$ cat config.mk
export PLATFORM = sky130hd
export DESIGN_NAME = doorbell_cmd_seq
export DESIGN_NICKNAME = d
export VERILOG_FILES = /design/src/rtl/dcs_pkg.sv /design/src/rtl/dcs_doorbell.sv /design/src/rtl/dcs_wait_filter.sv /design/src/rtl/dcs_exec.sv /design/src/rtl/doorbell_cmd_seq.sv
export SDC_FILE = /design/constraint.sdc
export NUM_CORES = 1
export LEC_CHECK = 0
export ABC_AREA = 1
export CORE_ASPECT_RATIO = 1.5
export CORE_MARGIN = 2
export CORE_UTILIZATION = 51
export CTS_CLUSTER_DIAMETER = 100
export DETAILED_ROUTE_END_ITERATION = 10
export PLACE_DENSITY = 0.87
export RECOVER_POWER = 100
export SLEW_MARGIN = 20
export SYNTH_ARGS = -nofsm -noshare
export SYNTH_HDL_FRONTEND = slang
export SYNTH_SLANG_ARGS = --single-unit
$ cat constraint.sdc
create_clock -name clk -period 2.9 [get_ports clk]
set_clock_uncertainty 0.15 [all_clocks]
set_input_delay 0.435 -clock clk [delete_from_list [all_inputs] [get_ports clk]]
set_output_delay 0.435 -clock clk [all_outputs]
set_load 0.005 [all_outputs]
$ cat src/rtl/dcs_pkg.sv
package dcs_pkg;
  typedef enum logic [3:0] {
    ST_OP     = 4'd0,
    ST_ARG_HI = 4'd1,
    ST_ARG_LO = 4'd2,
    ST_WRDY   = 4'd3
  } exec_st_e;

  localparam logic [7:0] OP_NOP  = 8'h00;
  localparam logic [7:0] OP_ACQ  = 8'h01;
  localparam logic [7:0] OP_REL  = 8'h02;
  localparam logic [7:0] OP_WRDY = 8'h03;
endpackage

$ cat src/rtl/dcs_doorbell.sv
module dcs_doorbell #(
  parameter int DB_W = 8
) (
  input  logic            clk,
  input  logic            rst_n,
  input  logic            wr_en,
  input  logic [DB_W-1:0] wr_val,
  input  logic            take,
  output logic [DB_W-1:0] cnt,
  output logic            credit_ok
);
  localparam logic [DB_W-1:0] ONE = DB_W'(1);

  logic [DB_W-1:0] cnt_q, cnt_d;
  logic            upd;

  always_comb begin
    cnt_d = cnt_q;
    if (wr_en) cnt_d = cnt_d + wr_val;
    if (take)  cnt_d = cnt_d - ONE;
  end

  assign upd = wr_en | take;

  always_ff @(posedge clk or negedge rst_n) begin
    if (!rst_n)   cnt_q <= '0;
    else if (upd) cnt_q <= cnt_d;
  end

  assign cnt       = cnt_q;
  assign credit_ok = !cnt_q[DB_W-1] && (cnt_q != '0);
endmodule

$ cat src/rtl/dcs_wait_filter.sv
module dcs_wait_filter #(
  parameter int CNT_W = 6
) (
  input  logic             clk,
  input  logic             rst_n,
  input  logic [CNT_W-1:0] lim,
  input  logic             raw,
  output logic             seen
);
  localparam logic [CNT_W-1:0] ONE = CNT_W'(1);

  logic             sync1_q, sync2_q;
  logic             seen_q, seen_d;
  logic [CNT_W-1:0] run_q, run_d;

  always_comb begin
    seen_d = seen_q;
    run_d  = run_q;
    if (sync2_q == seen_q) begin
      run_d = '0;
    end else if (run_q >= lim) begin
      seen_d = sync2_q;
      run_d  = '0;
    end else begin
      run_d = run_q + ONE;
    end
  end

  always_ff @(posedge clk or negedge rst_n) begin
    if (!rst_n) begin
      sync1_q <= 1'b0;
      sync2_q <= 1'b0;
      seen_q  <= 1'b0;
      run_q   <= '0;
    end else begin
      sync1_q <= raw;
      sync2_q <= sync1_q;
      seen_q  <= seen_d;
      run_q   <= run_d;
    end
  end

  assign seen = seen_q;
endmodule

$ cat src/rtl/dcs_exec.sv
module dcs_exec
  import dcs_pkg::*;
#(
  parameter int BYTE_W   = 8,
  parameter int WDOG_CYC = 64
) (
  input  logic              clk,
  input  logic              rst_n,
  input  logic              fifo_empty,
  input  logic [BYTE_W-1:0] fifo_data,
  input  logic              exec_dis,
  input  logic              credit_ok,
  input  logic              rdy,
  input  logic [1:0]        sts_clr,
  output logic              fifo_pop,
  output logic              acq_take,
  output logic              bus_own,
  output logic [2*BYTE_W-1:0] acq_arg,
  output logic              exe_idle,
  output logic              wdog_sts,
  output logic              bad_sts,
  output logic [3:0]        state_o
);
  localparam int              WD_W    = $clog2(WDOG_CYC + 1);
  localparam logic [WD_W-1:0] WD_LOAD = WD_W'(WDOG_CYC);
  localparam logic [WD_W-1:0] WD_ONE  = WD_W'(1);

  exec_st_e          st_q, st_d;
  logic [WD_W-1:0]   wd_q, wd_d;
  logic              own_q, own_set, own_clr;
  logic [BYTE_W-1:0] arg_hi_q, arg_lo_q;
  logic              hi_ld, lo_ld;
  logic              wdog_q, bad_q, wd_exp, bad_hit, mid, stay;

  always_comb begin
    st_d     = st_q;
    fifo_pop = 1'b0;
    acq_take = 1'b0;
    own_set  = 1'b0;
    own_clr  = 1'b0;
    hi_ld    = 1'b0;
    lo_ld    = 1'b0;
    bad_hit  = 1'b0;
    mid      = 1'b0;
    unique case (st_q)
      ST_OP: begin
        if (!exec_dis && !fifo_empty) begin
          case (fifo_data)
            OP_ACQ: if (credit_ok) begin
              fifo_pop = 1'b1;
              acq_take = 1'b1;
              st_d     = ST_ARG_HI;
            end
            OP_REL:  begin fifo_pop = 1'b1; own_clr = 1'b1; end
            OP_WRDY: begin fifo_pop = 1'b1; st_d = ST_WRDY; end
            default: fifo_pop = 1'b1;
          endcase
        end
      end
      ST_ARG_HI: begin
        mid = 1'b1;
        if (!fifo_empty) begin fifo_pop = 1'b1; hi_ld = 1'b1; st_d = ST_ARG_LO; end
      end
      ST_ARG_LO: begin
        mid = 1'b1;
        if (!fifo_empty) begin
          fifo_pop = 1'b1; lo_ld = 1'b1; own_set = 1'b1; st_d = ST_OP;
        end
      end
      ST_WRDY: begin
        mid = 1'b1;
        if (rdy) st_d = ST_OP;
      end
      default: begin
        bad_hit = 1'b1;
        own_clr = 1'b1;
        st_d    = ST_OP;
      end
    endcase

    stay   = mid && (st_d == st_q);
    wd_exp = stay && (wd_q == WD_ONE);
    wd_d   = (!stay || wd_exp) ? WD_LOAD : (wd_q - WD_ONE);
    if (wd_exp) begin
      st_d    = ST_OP;
      own_clr = 1'b1;
    end
  end

  always_ff @(posedge clk or negedge rst_n) begin
    if (!rst_n) begin
      st_q   <= ST_OP;
      wd_q   <= WD_LOAD;
      own_q  <= 1'b0;
      wdog_q <= 1'b0;
      bad_q  <= 1'b0;
    end else begin
      st_q <= st_d;
      wd_q <= wd_d;
      if (own_set)      own_q <= 1'b1;
      else if (own_clr) own_q <= 1'b0;
      if (wd_exp)          wdog_q <= 1'b1;
      else if (sts_clr[0]) wdog_q <= 1'b0;
      if (bad_hit)         bad_q <= 1'b1;
      else if (sts_clr[1]) bad_q <= 1'b0;
    end
  end

  always_ff @(posedge clk or negedge rst_n) begin
    if (!rst_n) begin
      arg_hi_q <= '0;
      arg_lo_q <= '0;
    end else begin
      if (hi_ld) arg_hi_q <= fifo_data;
      if (lo_ld) arg_lo_q <= fifo_data;
    end
  end

  assign bus_own  = own_q;
  assign acq_arg  = {arg_hi_q, arg_lo_q};
  assign exe_idle = (st_q == ST_OP) && fifo_empty && !own_q;
  assign wdog_sts = wdog_q;
  assign bad_sts  = bad_q;
  assign state_o  = st_q;
endmodule

$ cat src/rtl/doorbell_cmd_seq.sv
module doorbell_cmd_seq #(
  parameter int BYTE_W   = 8,
  parameter int DB_W     = 8,
  parameter int WCNT_W   = 6,
  parameter int WDOG_CYC = 64
) (
  input  logic                clk,
  input  logic                rst_n,
  input  logic                fifo_empty,
  input  logic [BYTE_W-1:0]   fifo_data,
  output logic                fifo_pop,
  input  logic                db_wr,
  input  logic [DB_W-1:0]     db_wdata,
  output logic [DB_W-1:0]     db_count,
  input  logic                exec_dis,
  input  logic [1:0]          sts_clr,
  input  logic [WCNT_W-1:0]   wait_cnt,
  input  logic                rdy_in,
  output logic                rdy_seen,
  output logic                bus_own,
  output logic [2*BYTE_W-1:0] acq_arg,
  output logic                exe_idle,
  output logic                irq_wdog,
  output logic                irq_bad
);
  logic       take_w, credit_w;
  logic [3:0] st_w;

  dcs_doorbell #(.DB_W(DB_W)) u_db (
    .clk(clk), .rst_n(rst_n), .wr_en(db_wr), .wr_val(db_wdata),
    .take(take_w), .cnt(db_count), .credit_ok(credit_w)
  );

  dcs_wait_filter #(.CNT_W(WCNT_W)) u_flt (
    .clk(clk), .rst_n(rst_n), .lim(wait_cnt), .raw(rdy_in), .seen(rdy_seen)
  );

  dcs_exec #(.BYTE_W(BYTE_W), .WDOG_CYC(WDOG_CYC)) u_exe (
    .clk(clk), .rst_n(rst_n), .fifo_empty(fifo_empty), .fifo_data(fifo_data),
    .exec_dis(exec_dis), .credit_ok(credit_w), .rdy(rdy_seen), .sts_clr(sts_clr),
    .fifo_pop(fifo_pop), .acq_take(take_w), .bus_own(bus_own), .acq_arg(acq_arg),
    .exe_idle(exe_idle), .wdog_sts(irq_wdog), .bad_sts(irq_bad), .state_o(st_w)
  );
endmodule

* Yosys cells after proc, flatten, opt, wreduce, memory -nomap -nowiden *
Cells that the tools add are included.

operators by class
  $add $sub $neg = 4
  magnitude comparators = 1
  eq/ne operators = 10
  mux-type cells = 34
  bitwise operators = 2
  reduce and logical (&&, ||, !) cells = 20

operators with widths
  cell                 count
  $mux 4               6
  $mux 1               19
  $eq 8x2->1 const B   2
  $mux 8               2
  $pmux 4 s4           1
  $mux 6               2
  $add 8x8->8          1
  $eq 4x2->1 const B   2
  $eq 8x1->1 const B   1
  $pmux 4 s2           1
  $reduce_bool 8->1    1
  $sub 8x1->8 const B  1
  $eq 7x1->1 const B   1
  $mux 7               1
  $sub 7x1->7 const B  1
  $add 6x1->6 const B  1
  $ge 6x6->1           1
  $logic_and 1x1->1    6
  $logic_not 1->1      5
  $eq 4x1->1 const B   1
  $eq 4x4->1           1
  $logic_not 4->1      1
  $pmux 1 s2           2
  $reduce_bool 2->1    2
  9 further kinds      9

storage, ports and cells
  register bits = 47

* Logic depth before layout (Yosys ltp) *
Gate-level depths: netlist of run 1.

  word-level depth = 12
  gate-level depth with buffers = 16
  mapped depth without buffers = 16

* Modules after synthesis *
Synthesis of run 1 repeated with hierarchy kept, for this count alone.

second synthesis, totals
  cell total of the unflattened synthesis = 363
  area total of the unflattened synthesis = 2942.8 µm²

modules (own cells, without submodules)
  module           instances  cells each  area each (µm²)
  dcs_exec         1          158         1461.4
  dcs_doorbell     1          141         924.6
  dcs_wait_filter  1          64          556.8

* Worst setup path after synthesis of run 1 *
OpenSTA, ideal clock, no wires.

  path kind = input to register
  from = input db_wdata[0]
  to = register u_db.cnt_q[7] (netlist: u_db.cnt[7])
  arrival = 1960 ps
  required time = 2633 ps
  path slack = 673 ps
  stages = 12
  buffers on the path = 0
  cells stage by stage = ha_1 fa_1 o21ai_4 nand3_2 nor2_2 nand3_2 nor2_2 nand2_1 nand2_1 nand2_1 nand2_1 nand2_1

on the way
  longest elaborated chain between the ends = 4

RTL lines
  item                  line                    source
  from (decl)           doorbell_cmd_seq.sv:13  input logic [DB_W-1:0] db_wdata,
  $add 8x8->8 (*)       dcs_doorbell.sv:19      if (wr_en) cnt_d = cnt_d + wr_val;
  $mux 8 (*)            dcs_doorbell.sv:19
  $sub 8x1->8           dcs_doorbell.sv:20      if (take) cnt_d = cnt_d - ONE;
  $mux 8 (*)            dcs_doorbell.sv:20
  to (signal assigned)  dcs_doorbell.sv:27      else if (upd) cnt_q <= cnt_d;
  to (decl)             dcs_doorbell.sv:14      logic [DB_W-1:0] cnt_q, cnt_d;

Every way passes the cells marked *; elsewhere a longest branch is shown, timed or not.
A chain may end at the register's enable or synchronous reset.

* Final worst setup path of run 1 *
  from = input fifo_data[3]
  to = output fifo_pop

on the way
  longest elaborated chain between the ends = 4

RTL lines
  item         line                    source
  from (decl)  doorbell_cmd_seq.sv:10  input logic [BYTE_W-1:0] fifo_data,
  $eq 8x1->1   dcs_exec.sv:48          case (fifo_data)
  $mux 1       dcs_exec.sv:48
  $mux 1       dcs_exec.sv:47          if (!exec_dis && !fifo_empty) begin
  $pmux 1 s2   dcs_exec.sv:45          unique case (st_q)
  to (decl)    doorbell_cmd_seq.sv:11  output logic fifo_pop,

Every way passes these cells.

==> flow_summary.ini, run 1 <==
[finish]
utilization_pct = 65.90
multiInputGateArea_mm2 = 0.001354
area_delta_synth_final_pct = 26.71
seq_area_mm2 = 0.001177
fin_area_mm2 = 0.003537
final_layout_size_suffix_gt1_share_pct = 6.634
num_antenna_cells = 0
n_fill_cell = 473
layout.nets = 454

[timing]
setup_tns_ns = 0
final_hold_viol_count = 0
drv_slew = 0
fin_ws_ns = 0.1686
clock.fmax_mhz = 366.1
worst_pin_slew_ns = 1.121
report.final.setup_viol = 0
period_share_pct = 94.18
fin_crit_ns = 2.731
relSlewSlack_pct = 25.26
rsz0062_at_grt = false

[routing]
drt-initial-drc-count = 87
ant_nets = 0
vias_per_cell = 5.029
routed_wl_um = 5791
vias = 2399
routedWlPerCell_um = 12.14
drc = 0
first_pass_iters = 4

[synth]
avgSynthCellArea_um2 = 8.210
yosysSeqAreaShare_pct = 42.18
synth_flop_cell = dfrtp_1
synth_top_area_share_pct = 41.24
async_reset_ff_share_pct = 100.0
yosysWarnings = 0
synth_top_area_cell = dfrtp_1
synth_most_common_cell = nand2_1
synth_area_leaders = dfrtp_1, nand2_1, ha_1
syn_area_mm2 = 0.002791
synth_cell_types = 36
synth_edf_count = 0
yosys-top-cells-count = nand2_1, inv_1, dfrtp_1
synthCells = 340
synth-seq-cells = 47

[pwr]
p_per_area_mw_per_mm2 = 607.0
p_comb_share_pct = 39.4
clockPowerShare_pct = 21.9
switching_share_pct = 35.50
p_leak_nw = 1.832
seqPwrFrac_pct = 38.7
switchingPower_w = 0.0007622
max-vdd-ir-drop_mv = 0.3614
internal_power_w = 0.001385

[critical_path]
critPathTopFamily = buffers and inverters
cp.required_ns = 2.32
worstPathCellList = clkdlybuf4s50_1 > nor2_2 > nand2_1 > nor3_4 > inv_1 > o21ai_0 > nand3_1 > clkdlybuf4s50_1
crit_type = in2out
cp_slowest_cell = clkdlybuf4s50_1
crit_arrival_ns = 2.15
slowest_delay_ns = 0.46
path_common_cell = clkdlybuf4s50_1
startpoint_type = input port
path_max_fanout = 4
crit_buf_inv = 3
end_kind = output pin

[grt]
grt_max_degree = 48
grt_pass1_wl_um = 10260
antenna_found_initial = 0
grt_pass1_vias = 2441
grt.total_usage_pct = 21.06
grt_overflow = 0

[floorplan]
die_h_um = 94.61
dieArea_mm2 = 0.006093
coreArea_mm2 = 0.005368
start_util_pct = 52.00
core.rowCount = 33
fp.dieW_um = 64.41
ios = 60

[clocking]
cts_tree = done
cts.sinks = 47
h-tree-depth = 2
clkTransAtPathRegs_ns = 0.09
cts_setup_buffers = 0
clock-root-buffer = clkbuf_8
clk_latency_ns = 0.29
ctsHoldBuffers = 0
cts_resized = 0
cts_buffers = 5
clk_path_buf_depth = 2

[min_path]
worst_hold_path_type = in2async

[outcome]
outcome = finished clean

[placed_design]
dp_hpwl_um = 4604
placed_area_mm2 = 0.003465
io_buffers = 59
gp_congestion = 0.8404
post-place-ws_ns = 0.1096

[run]
cap_violations = 0
-- worst reg2reg max path: cells and delay by family (launching register included) --
kind / cells / cell delay, ns
and+or+nand+nor: 9 / 0.78
adders and majority gates: 2 / 0.72
DFF: 1 / 0.40
AOI/OAI and AO/OA: 1 / 0.19
-- kinds of logic after synthesis --
logic type	count (synthesis)	synth area share [%]
xor+xnor	13	4.079
other cells	1	0.1343
mux	3	1.165
simple gates	158	27.66
buf+inv	59	8.382
flops	47	42.18
compound gates	41	8.068
fa+ha+maj	18	8.337
-- sequential cells by signal, indices dropped and copies added (netlist names), 4 cells and up --
name and cells:
u_db.cnt 8, u_exe.arg_hi_q 8, u_exe.arg_lo_q 8, u_exe.wd_q 7
u_flt.run_q 6, u_exe.state_o 4
-- final timing paths --
path	start	end	slack (ns)	cells after the start
min in group clk	u_flt.sync1_q	u_flt.sync2_q	0.20	0
worst max-delay path	fifo_data[3]	fifo_pop	0.17	8
max in group asynchronous	rst_n	u_exe.arg_hi_q[2]	1.72	1
worst min-delay path	rst_n	u_exe.wd_q[3]	0.19	1
worst max register to register	u_db.cnt[0]	u_db.cnt[7]	0.54	12
worst min register to register	u_flt.sync1_q	u_flt.sync2_q	0.20	0
-- cell usage in the layout, fill, tap and decap left out, types with 5 or more instances in the layout --
cell type / n
nand2_1: 73
inv_1: 54
dfrtp_1: 46
dlygate4sd3_1: 31
nor2_1: 28
clkdlybuf4s50_1: 27
o21ai_0: 26
nand3_1: 23
ha_1: 17
nand4_1: 12
a21oi_1: 9
xor2_1: 9
clkbuf_8: 5
-- per-stage QoR --
stage	power, W	std cells	hold slack (ns)
2_1_floorplan	0.001409	341	-0.01059
3_3_place_gp	0.001695	469	0.1857
3_5_place_dp	0.001731	469	0.1864
4_1_cts	0.002207	477	0.1952
5_1_grt	0.002324	477	0.2218
6_report	0.002147	477	0.1901
-- layout make-up --
cell class,count,share of cell area [%]
Tap cell,70,2.476
Clock inverter,2,1.061
Inverter,56,6.084
Clock buffer,6,2.052
Multi-Input combinational cell,235,38.27
Sequential cell,47,33.29
Timing Repair Buffer,61,16.77
-- routing by layer --
| layer | global-route usage [%] | part of all wire, % | wire (µm) |
|---|---|---|---|
| met5 | 0 | 0 | 0 |
| met4 | 8.688 | 2.5 | 143 |
| met3 | 2.145 | 2.5 | 143 |
| met2 | 41.15 | 55 | 3161 |
| met1 | 22.66 | 40 | 2343 |
-- power groups by stage --
| stage | combinational, W | clock, W | sequential, W |
|---|---|---|---|
| after floorplan | 0.000578 | 0 | 0.000830 |
| after global placement | 0.000854 | 0 | 0.000840 |
| after detailed placement | 0.000885 | 0 | 0.000846 |
| after CTS | 0.000891 | 0.000481 | 0.000834 |
| after global routing | 0.000973 | 0.000507 | 0.000844 |
| final | 0.000845 | 0.000471 | 0.000830 |
Note: power is estimated with default switching activity, not from simulation.
==> run 2, diff against run 1 <==
CORE_MARGIN = default   (was 2)
==> run 2 against run 1 <==
Register-to-register slack got worse by 0.19 ns. Hold slack gained 0.015 ns. Design area rose by 0.39%. Global-route usage is 0.90 points higher. First-iteration DRC count up 23%. Cell count stayed put. Sequential power about the same. Count of clock-buffer cells in the layout unchanged. Via count rose by 2.5%. Combinational power shrank 0.8%. Routed wire length up 2.7%.
==> flow_summary.ini, run 2 (same netlist as run 1, synthesis figures left out) <==
[grt]
grtUsageMet1_pct = 22.28
grt.total_usage_pct = 21.96
grtUsageMet2_pct = 43.21
grt_pass1_wl_um = 10160
grt_use_met3_pct = 3.325
grt-busiest-layer = met2
grt_pass1_vias = 2459
grt_overflow = 0
grt_max_degree = 48
antenna_found_initial = 0

[floorplan]
dieArea_mm2 = 0.005779
ios = 60
die_h_um = 92.61
core.rowCount = 32
coreArea_mm2 = 0.005205
fp.dieW_um = 62.41
start_util_pct = 53.63

[critical_path]
path_max_fanout = 3
crit_buf_inv = 4
cp.required_ns = 2.32
critPathTopFamily = buffers and inverters
cp_slowest_cell = clkdlybuf4s50_1
slowest_delay_ns = 0.47
crit_arrival_ns = 2.18
worstPathCellList = clkdlybuf4s50_1 > inv_1 > nand4_1 > nor3_4 > inv_1 > o21ai_0 > nand3_1 > clkdlybuf4s50_1
end_kind = output pin
startpoint_type = input port
crit_type = in2out

[clocking]
clk_latency_ns = 0.29
cts_resized = 0
cts_setup_buffers = 0
clk_path_buf_depth = 2
cts_buffers = 5
cts.sinks = 47
cts_tree = done
ctsHoldBuffers = 0
clock-root-buffer = clkbuf_8
h-tree-depth = 2
clkTransAtPathRegs_ns = 0.08

[finish]
final_common_cell = nand2_1
n_fill_cell = 432
layout.nets = 456
area_delta_synth_final_pct = 27.21
final_layout_size_suffix_gt1_share_pct = 7.335
num_antenna_cells = 0
utilization_pct = 68.22
fin_area_mm2 = 0.003551
final-instance-count-excl-fill = 477
final_cell_mix = nand2_1, inv_1, dfrtp_1

[routing]
vias = 2459
routedWlPerCell_um = 12.47
first_pass_iters = 4
routed_wl_um = 5948
drc = 0
drt-initial-drc-count = 107
ant_nets = 0
vias_per_cell = 5.155

[timing]
relSlewSlack_pct = 23.88
worst_pin_slew_ns = 1.142
holdWs_ns = 0.2053
drv_slew = 0
clock.fmax_mhz = 361.9
period_share_pct = 95.27
report.final.setup_viol = 0
fin_crit_ns = 2.763
final_hold_viol_count = 0

[placed_design]
gp_congestion = 0.8261
post-place-cells = 468
io_buffers = 59
placed_area_mm2 = 0.003470
dp_hpwl_um = 4619

[pwr]
p_leak_nw = 1.851
max-vdd-ir-drop_mv = 0.4681
p_per_area_mw_per_mm2 = 606.1
finalPower_w = 0.002152

[min_path]
worst_hold_path_type = in2async

[run]
cap_violations = 0

[outcome]
outcome = finished clean
[run 2: cell types whose count changed in the layout (fill, tap and decap cells not counted), sizes merged]
cell,before,now
clkinvlp,1,0
clkinv,1,2
buf,0,1
clkbuf,9,10
clkdlybuf4s50,27,28
dlygate4sd3,31,30
[run 2: path summary, 6_finish.rpt]
kind                                     from             to  slack (ns)  cells after the start
max in group asynchronous               rst_n  u_exe.wd_q[6]        1.59                      2
worst max register to register    u_db.cnt[0]    u_db.cnt[7]        0.35                     12
worst max-delay path             fifo_data[7]       fifo_pop        0.14                      8
worst min register to register  u_flt.sync1_q  u_flt.sync2_q        0.21                      0
min in group clk                u_flt.sync1_q  u_flt.sync2_q        0.21                      0
worst min-delay path                    rst_n  u_flt.sync2_q        0.21                      1
[run 2: cell type report]
type                       count  area (µm²)  share of cell area, %
multi-input combinational    235        1348                  37.95
sequential                    47        1177                  33.16
timing repair buffer          63       608.1                  17.12
inverter                      56       215.2                  6.061
tap                           68       85.08                  2.396
clock buffer                   6       82.58                  2.326
clock inverter                 2       35.03                 0.9866
[run 2: per-layer routing]
layer / vias to the layer above / wire length (µm)
li1: 1221 / -
met1: 1168 / 2328
met2: 57 / 3279
met3: 13 / 219
met4: 0 / 121
met5: - / 0
[run 2: worst register-to-register path, cell delays in order, from the launching register on]
cell and delay (ns):
dfrtp_1 0.40, ha_1 0.23, fa_1 0.45, o21ai_0 0.40
nand3_2 0.11, nor2_1 0.20, nand3_2 0.13, nor2_2 0.11
nand2_1 0.06, nand2_1 0.07, nand2_1 0.05, nand2_1 0.05
nand2_1 0.04
[run 2: power breakdown]
group          internal, W  switching (W)  total [W]
combinational     0.000380       0.000457   0.000838
clock             0.000279       0.000207   0.000486
sequential        0.000741      0.0000877   0.000828
[run 2: per-stage QoR]
stage / setup slack, ns / TNS (ns)
after floorplan: 0.6735 / 0
after global placement: 0.1711 / 0
after detailed placement: 0.1272 / 0
after CTS: 0.1130 / 0
after global routing: -0.009696 / -0.009696
final: 0.1372 / 0
